## src/rtl/alu_pkg.sv

```systemverilog
package alu_pkg;
  localparam int DATA_W = 32;
  localparam int FUNC_W = 6;

  typedef enum logic [2:0] {
    OP_AND = 3'b000,
    OP_OR  = 3'b001,
    OP_ADD = 3'b010,
    OP_SUB = 3'b110,
    OP_SLT = 3'b111
  } aluOp_e;

  // strobes from control to datapath: invert B / carry in, and output unit select
  typedef struct packed {
    logic       invertB;
    logic [1:0] unitSel;
  } aluStrobes_t;

  localparam logic [1:0] UNIT_AND = 2'b00;
  localparam logic [1:0] UNIT_OR  = 2'b01;
  localparam logic [1:0] UNIT_SUM = 2'b10;
  localparam logic [1:0] UNIT_SLT = 2'b11;
endpackage

```

## src/rtl/alu_ctrl.sv

```systemverilog
module alu_ctrl
  import alu_pkg::*;
(
  input  logic [1:0]        opClass,
  input  logic [FUNC_W-1:0] funcField,
  output logic [2:0]        aluCode,
  output aluStrobes_t       strobes
);
  logic [2:0] fieldCode;

  always_comb begin
    unique case (funcField)
      6'b100000: fieldCode = OP_ADD;
      6'b100010: fieldCode = OP_SUB;
      6'b100100: fieldCode = OP_AND;
      6'b100101: fieldCode = OP_OR;
      6'b101010: fieldCode = OP_SLT;
      default:   fieldCode = OP_ADD;
    endcase
  end

  always_comb begin
    if (opClass[1])      aluCode = fieldCode;
    else if (opClass[0]) aluCode = OP_SUB;
    else                 aluCode = OP_ADD;
  end

  assign strobes.invertB = aluCode[2];
  assign strobes.unitSel = aluCode[1:0];

  always_comb begin
    if (opClass == 2'b00)
      AST_MEM_ADD: assert (aluCode == OP_ADD) else $error("class 00 not add");
    if (opClass == 2'b01)
      AST_BR_SUB: assert (aluCode == OP_SUB) else $error("class 01 not sub");
  end
endmodule

```

## src/rtl/alu_dp.sv

```systemverilog
module alu_dp
  import alu_pkg::*;
(
  input  logic [DATA_W-1:0] opA,
  input  logic [DATA_W-1:0] opB,
  input  aluStrobes_t       strobes,
  output logic [DATA_W-1:0] result,
  output logic              zero
);
  localparam int MSB = DATA_W - 1;

  logic [DATA_W-1:0] bMux;
  logic [DATA_W-1:0] sum;
  logic [DATA_W-1:0] andOut;
  logic [DATA_W-1:0] orOut;
  logic              ovf;
  logic              lessBit;

  for (genvar i = 0; i < DATA_W; i++) begin : g_bit
    assign bMux[i]   = opB[i] ^ strobes.invertB;
    assign andOut[i] = opA[i] & opB[i];
    assign orOut[i]  = opA[i] | opB[i];
  end

  assign sum     = opA + bMux + {{(DATA_W-1){1'b0}}, strobes.invertB};
  assign ovf     = (opA[MSB] == bMux[MSB]) && (sum[MSB] != opA[MSB]);
  assign lessBit = sum[MSB] ^ ovf;

  always_comb begin
    unique case (strobes.unitSel)
      UNIT_AND: result = andOut;
      UNIT_OR:  result = orOut;
      UNIT_SUM: result = sum;
      default:  result = {{(DATA_W-1){1'b0}}, lessBit};
    endcase
  end

  assign zero = ~|result;

  always_comb begin
    if (strobes.unitSel == UNIT_SLT)
      AST_SLT_UPPER: assert (result[DATA_W-1:1] == '0) else $error("slt upper bits");
    if (strobes.unitSel == UNIT_SUM && strobes.invertB)
      AST_SUB_VALUE: assert (result == opA - opB) else $error("sub wrong");
  end
endmodule

```

## src/rtl/alu_two_level.sv

```systemverilog
module alu_two_level
  import alu_pkg::*;
(
  input  logic [1:0]  opClass,
  input  logic [5:0]  funcField,
  input  logic [31:0] opA,
  input  logic [31:0] opB,
  output logic [2:0]  aluCode,
  output logic [31:0] result,
  output logic        zero
);
  aluStrobes_t strobes;

  alu_ctrl u_ctrl (
    .opClass(opClass), .funcField(funcField),
    .aluCode(aluCode), .strobes(strobes)
  );

  alu_dp u_dp (
    .opA(opA), .opB(opB), .strobes(strobes),
    .result(result), .zero(zero)
  );

  always_comb begin
    if (opClass == 2'b01)
      AST_BR_EQ: assert (zero == (opA == opB)) else $error("branch zero");
    if (aluCode == OP_ADD)
      AST_ADD_VALUE: assert (result == opA + opB) else $error("add wrong");
  end
endmodule

```

## config.mk

```make
export PLATFORM = sky130hd
export DESIGN_NAME = alu_two_level
export DESIGN_NICKNAME = d
export VERILOG_FILES = /design/src/rtl/alu_pkg.sv /design/src/rtl/alu_ctrl.sv /design/src/rtl/alu_dp.sv /design/src/rtl/alu_two_level.sv
export SDC_FILE = /design/constraint.sdc
export NUM_CORES = 1
export LEC_CHECK = 0
export CORE_MARGIN = 1.5
export CORE_UTILIZATION = 50
export DETAILED_ROUTE_END_ITERATION = 12
export PLACE_DENSITY = 0.85
export SKIP_LAST_GASP = 1
export SYNTH_ARGS = -nofsm -noshare
export SYNTH_HDL_FRONTEND = slang
export SYNTH_SLANG_ARGS = --single-unit
```

## constraint.sdc

```tcl
create_clock -name vclk -period 5.77
set_input_delay 0.8655 -clock vclk [all_inputs]
set_output_delay 0.8655 -clock vclk [all_outputs]
set_load 0.05 [all_outputs]
```

Word level (Yosys, flattened, before mapping)
Cells that the tools add are included.
Widths: inputs -> output; s select.
{ "op_classes": {"addsub": 2, "mul": 0, "div_mod_pow": 0, "magnitude_cmp": 0, "eq_ne": 8, "shifts": 0, "muxes": 4, "bitwise": 97, "n_reduce_logical": 4} }
{ "op_table": {"columns": ["op", "n"], "rows": [
  ["$pmux 32 s3", 1],
  ["$xor 1x1->1", 33],
  ["$add 32x1->32", 1],
  ["$add 32x32->32", 1],
  ["$and 1x1->1", 32],
  ["$or 1x1->1", 32],
  ["$reduce_or 32->1", 1],
  ["$eq 6x6->1 const B", 4],
  ["$pmux 3 s4", 1],
  ["$mux 3", 2],
  ["$eq 2x1->1 const B", 1],
  ["$eq 2x2->1 const B", 1],
  ["$logic_not 2->1", 1],
  ["$eq 1x1->1", 1],
  ["$logic_and 1x1->1", 1],
  ["$logic_not 1->1", 1],
  ["$ne 1x1->1", 1]
]} }
{ "word_totals": {"ff_bits": 0, "latch_bits": 0, "mem_bits_rw": 0, "rom_bits": 0, "input_bits": 72, "output_inout_bits": 36, "word_cells": 115, "mem_count": 0} }

Longest topological paths before layout
{ "depth": {"ltp_word": 12, "depth_mapped": 16, "mapped_depth_nobuf": 15} }

Modules after synthesis
From an unflattened synthesis, not the netlist that was laid out.
{ "unflattened": {"cells_unflattened": 486, "hier_area_um2": 3449.6} }
{ "by_module_without_submodules": {"columns": ["mod", "n_inst", "cells_per_inst", "area_per_inst_um2", "seq_area_each_um2"], "rows": [
  ["alu_dp", 1, 475, 3363.2, 0.0],
  ["alu_ctrl", 1, 11, 86.3, 0.0]
]} }

Worst setup path after synthesis
No wires, ideal clock.
{ "synth_path": {"path_type": "input port to output port", "from": "input port funcField[4]", "to": "output port zero", "arrival_ns": 5.656, "required_time_ns": 4.905, "setup_slack_ns": -0.752, "cell_stages": 16, "n_path_buf": 2, "cell_sequence": "nand3b_4 -> nor3_1 -> a21oi_1 -> clkbuf_1 -> xnor2_1 -> ha_1 -> clkbuf_1 -> and2_1 -> a221oi_1 -> o21ai_0 -> mux2_2 -> a22oi_1 -> o221ai_1 -> a311oi_1 -> nand4_1 -> nor4_2"} }
{ "synth_between": {"word_cells_on_any_way": 50, "cone_classes": "add/sub (2); eq/ne (8); mux (3); bitwise (33); reduce/logical (4)"} }
{ "synth_lines": {"columns": ["element", "line", "text"], "rows": [
  ["start: declaration", "alu_two_level.sv:5", "input logic [5:0] funcField,"],
  ["$eq 6x6->1", "alu_ctrl.sv:12", "unique case (funcField)"],
  ["$pmux 3 s4 (*)", "alu_ctrl.sv:12", null],
  ["$mux 3 (*)", "alu_ctrl.sv:23", "if (opClass[1]) aluCode = fieldCode;"],
  ["$xor 1x1->1", "alu_dp.sv:20", "assign bMux[i] = opB[i] ^ strobes.invertB;"],
  ["$add 32x32->32", "alu_dp.sv:25", "assign sum = opA + bMux + {{(DATA_W-1){1'b0}}, strobes.invertB};"],
  ["$add 32x1->32", "alu_dp.sv:25", null],
  ["$pmux 32 s3 (*)", "alu_dp.sv:30", "unique case (strobes.unitSel)"],
  ["named net result[26]", "alu_two_level.sv:9", "output logic [31:0] result,"],
  ["$reduce_or 32->1 (*)", "alu_dp.sv:38", "assign zero = ~|result;"],
  ["$logic_not 1->1 (*)", "alu_dp.sv:38", null],
  ["end: declaration", "alu_two_level.sv:10", "output logic zero"]
]} }
The timed path passes the listed nets; every way through them passes the cells marked *.

Final worst setup path
{ "layout_path": {"from": "input port opClass[0]", "to": "output port zero"} }
{ "layout_between": {"elab_chain_cells": 11, "word_cells_on_any_way": 43, "cone_classes": "add/sub (2); eq/ne (2); mux (3); bitwise (33); reduce/logical (3)"} }
{ "layout_rtl": {"columns": ["element", "line", "text"], "rows": [
  ["start: declaration", "alu_two_level.sv:4", "input logic [1:0] opClass,"],
  ["$mux 3 (*)", "alu_ctrl.sv:24", "else if (opClass[0]) aluCode = OP_SUB;"],
  ["$mux 3 (*)", "alu_ctrl.sv:23", null],
  ["$xor 1x1->1", "alu_dp.sv:20", null],
  ["$add 32x32->32", "alu_dp.sv:25", null],
  ["$add 32x1->32", "alu_dp.sv:25", null],
  ["$ne 1x1->1", "alu_dp.sv:26", "assign ovf = (opA[MSB] == bMux[MSB]) && (sum[MSB] != opA[MSB]);"],
  ["$logic_and 1x1->1", "alu_dp.sv:26", null],
  ["$xor 1x1->1", "alu_dp.sv:27", "assign lessBit = sum[MSB] ^ ovf;"],
  ["$pmux 32 s3 (*)", "alu_dp.sv:30", null],
  ["$reduce_or 32->1 (*)", "alu_dp.sv:38", null],
  ["$logic_not 1->1 (*)", "alu_dp.sv:38", null]
]} }
Every way passes the cells marked *; elsewhere a longest branch is shown, timed or not.

==> summary.txt <==
Synthesis
  • Gate count of the mapped netlist: 500
  • Distinct cell type count after synthesis: 70
  • Synthesized area divided by synthesized cell count: roughly 7 um2
  • Synth warn: 0
  • Sequential area share after synthesis: 0
  • Synthesized cell area: about 3500 um2
  • Syn nets: slightly above 600

Finish
  • Number of antenna diodes: 0
  • FF/Latch Area: 0 um2
  • Utilization of the core after routing: 0.895
  • FFs & Latches: 0
  • Clock tree buffer count of the final layout: 0
  • Final net count: ~840
  • Area growth from synthesis to final layout: 73.5%
  • Layout cell share with drive strength beyond 1: 0.312

Worst setup path
  • Arrival time at the worst endpoint: around 5.0 ns
  • Critical path launch point: opClass[0]
  • Kind of critical path: input port to primary output
  • Required time of the worst setup path: 4.90 ns
  • CP startpoint kind: input port
  • Element type at the critical path end: primary output
  • Maximum fanout count along the critical path: 11
  • End of the critical path: zero

STA
  • Peak Freq: 171 MHz
  • Final setup margin: -0.0906 ns
  • RSZ-0062 raised after global routing: true
  • Setup TNS: -0.0906 ns
  • Post-layout min period: slightly below 6 ns
  • Hold Violations, Final: 0
  • Finish-stage setup viols: 1
  • Worst-Margin Slew: around 1.1 ns
  • Final max-slew violation count: 0
  • Worst slew margin relative to its limit: 0.268
  • Final worst path period share: 1.02

Floorplan
  • Die ar.: between 7000 and 8000 um2
  • Die H: 86.5 um
  • Standard-cell rows: 30
  • Placeable Area: 6760 um2
  • Ports: approximately 110
  • Initial Util: 0.516
  • Chip width: 86.5 um

Hold path
  • Classification of the worst-slack hold path: input port to primary output

Placed design
  • Detail Placement HPWL: about 12 mm
  • Worst setup slack after placement: -0.442 ns
  • Total of buffers placed on input and output ports: approximately 110
  • Placer congestion estimate: 1.01

Drt
  • Drc violations: 0
  • Routed vias: 5,409
  • WL/cell: between 15 and 20 um
  • Number of optimization iterations in the first detailed-route pass: 6
  • DRT Wirelength: around 16 mm
  • Drt first-iter violations: approximately 400
  • Post-detailed-route via-to-cell ratio: approximately 6.7
  • Final antenna-violating net count: 0

Power
  • Peak supply drop: 0.000203 V
  • Ratio of total power to cell area: approximately 230 nW/um2
  • Total power consumption of the routed design: 1.38 mW
  • Lkg Pwr: 2.62 nW

Clocking
  • Quantity of hold-fixing buffers added after cts: 0

GRT
  • Global-route wire length before repair: about 24 mm
  • GR Util All Layers: 0.400
  • Maximum number of pins on one net before global-route repair: 30
  • Initial antenna violation count: 0
  • Grt ovf: 0
  • Number of global-route vias before repair: approximately 5,300

Job
  • Number of max-capacitance violations reported: 0

Run status
  • Result of the run: complete, but fails checks
  • Failing checks: negative setup slack
[cells in the final DEF (no fill, tap or decap), drive strengths merged, types with 14 or more instances in the layout]
cell type,count
a21o,17
a21oi,47
buf,175
clkdlybuf4s50,75
ha,39
inv,19
maj3,23
nand2,43
nor2,25
nor3,14
o21ai,43
xnor2,43
[report_power, final]
part | total [mW] | internal, mW | switching, mW
logic | 1.38 | 0.640 | 0.742
clock network | 0 | 0 | 0
registers | 0 | 0 | 0
[worst max-delay path, cell delays in order]
cell and delay, ns:
clkdlybuf4s50_1 0.49, a21oi_4 0.21, buf_12 0.16, xnor2_1 0.13, ha_1 0.28, buf_4 0.15, a21oi_2 0.22, o211ai_1 0.14
a221o_1 0.35, or3_4 0.40, a311oi_2 0.33, nand4_1 0.22, nor4_2 0.25, buf_4 0.17, nand4_1 0.18, nor4_4 0.25
buf_12 0.18
[logic make-up (layout without fill, tap and decap cells)]
| logic type | after synthesis | in the layout | synth area share |
|---|---|---|---|
| xor gates and xnor gates | 48 | 48 | 0.121 |
| adders and majority gates | 63 | 63 | 0.212 |
| muxes | 2 | 2 | 0.00610 |
| buffers and inverters | 45 | 275 | 0.0503 |
| AOI/OAI and AO/OA | 193 | 193 | 0.383 |
| and+or+nand+nor | 149 | 149 | 0.229 |
[cells in the mapped netlist (all sizes together), types with 4 or more instances]
master | count | area, um2
a21o | 17 | 128
nor3 | 14 | 75.1
nand3 | 11 | 55.1
a21boi | 4 | 33.8
buf | 5 | 25.0
o211ai | 9 | 72.6
xor2 | 5 | 43.8
clkbuf | 21 | 78.8
a311oi | 4 | 35.0
ha | 39 | 488
nand4 | 10 | 62.6
inv | 19 | 71.3
nand2 | 43 | 161
nor4 | 8 | 56.3
a32o | 5 | 51.3
nor2 | 25 | 93.8
a221oi | 5 | 43.8
o21a | 5 | 37.5
o21ai | 43 | 215
a21oi | 47 | 239
xnor2 | 43 | 377
maj3 | 23 | 230
a211o | 7 | 61.3
and2 | 6 | 40.0
nand2b | 5 | 38.8
or3 | 11 | 68.8
a211oi | 11 | 95.1
a31oi | 5 | 31.3
[through the flow]
stage          cells  hold slack, ns  cell area, um2
6_report         810            2.61            6050
4_1_cts          805            2.69            5950
3_5_place_dp     804            2.68            5850
3_3_place_gp     804            2.66            5850
2_1_floorplan    500            2.04            3530
5_1_grt          810            2.63            6050
[per-layer routing]
metal	share of wire	GRT usage	up-vias
met2	0.49	0.743	413
li1	-	-	2388
met4	0.056	0.173	0
met3	0.094	0.0457	115
met5	0	0	-
met1	0.36	0.458	2493
[worst min-delay path by stage]
stage | from | end | slack, ns | cells after the start
4_1_cts | opA[22] | result[22] | 2.69 | 5
3_5_place_dp | opA[22] | result[22] | 2.68 | 5
3_3_place_gp | opA[22] | result[22] | 2.66 | 5
2_1_floorplan | opClass[1] | aluCode[0] | 2.04 | 2
6_report | funcField[5] | result[0] | 2.61 | 6
5_1_grt | funcField[5] | result[0] | 2.63 | 6
[layout make-up]
class	count	area, um2
fill	341	707
tap	80	100
multi-input combinational	455	3510
inverter	19	71.3
timing repair buffer	256	2370
[what timing repair did]
item                                    CTS  global route
pin swaps                                 9            12
endpoints found under the setup margin    3             3
resized for setup                        22            22
buffers inserted                          1             6
(Power assumes the default switching activity.)
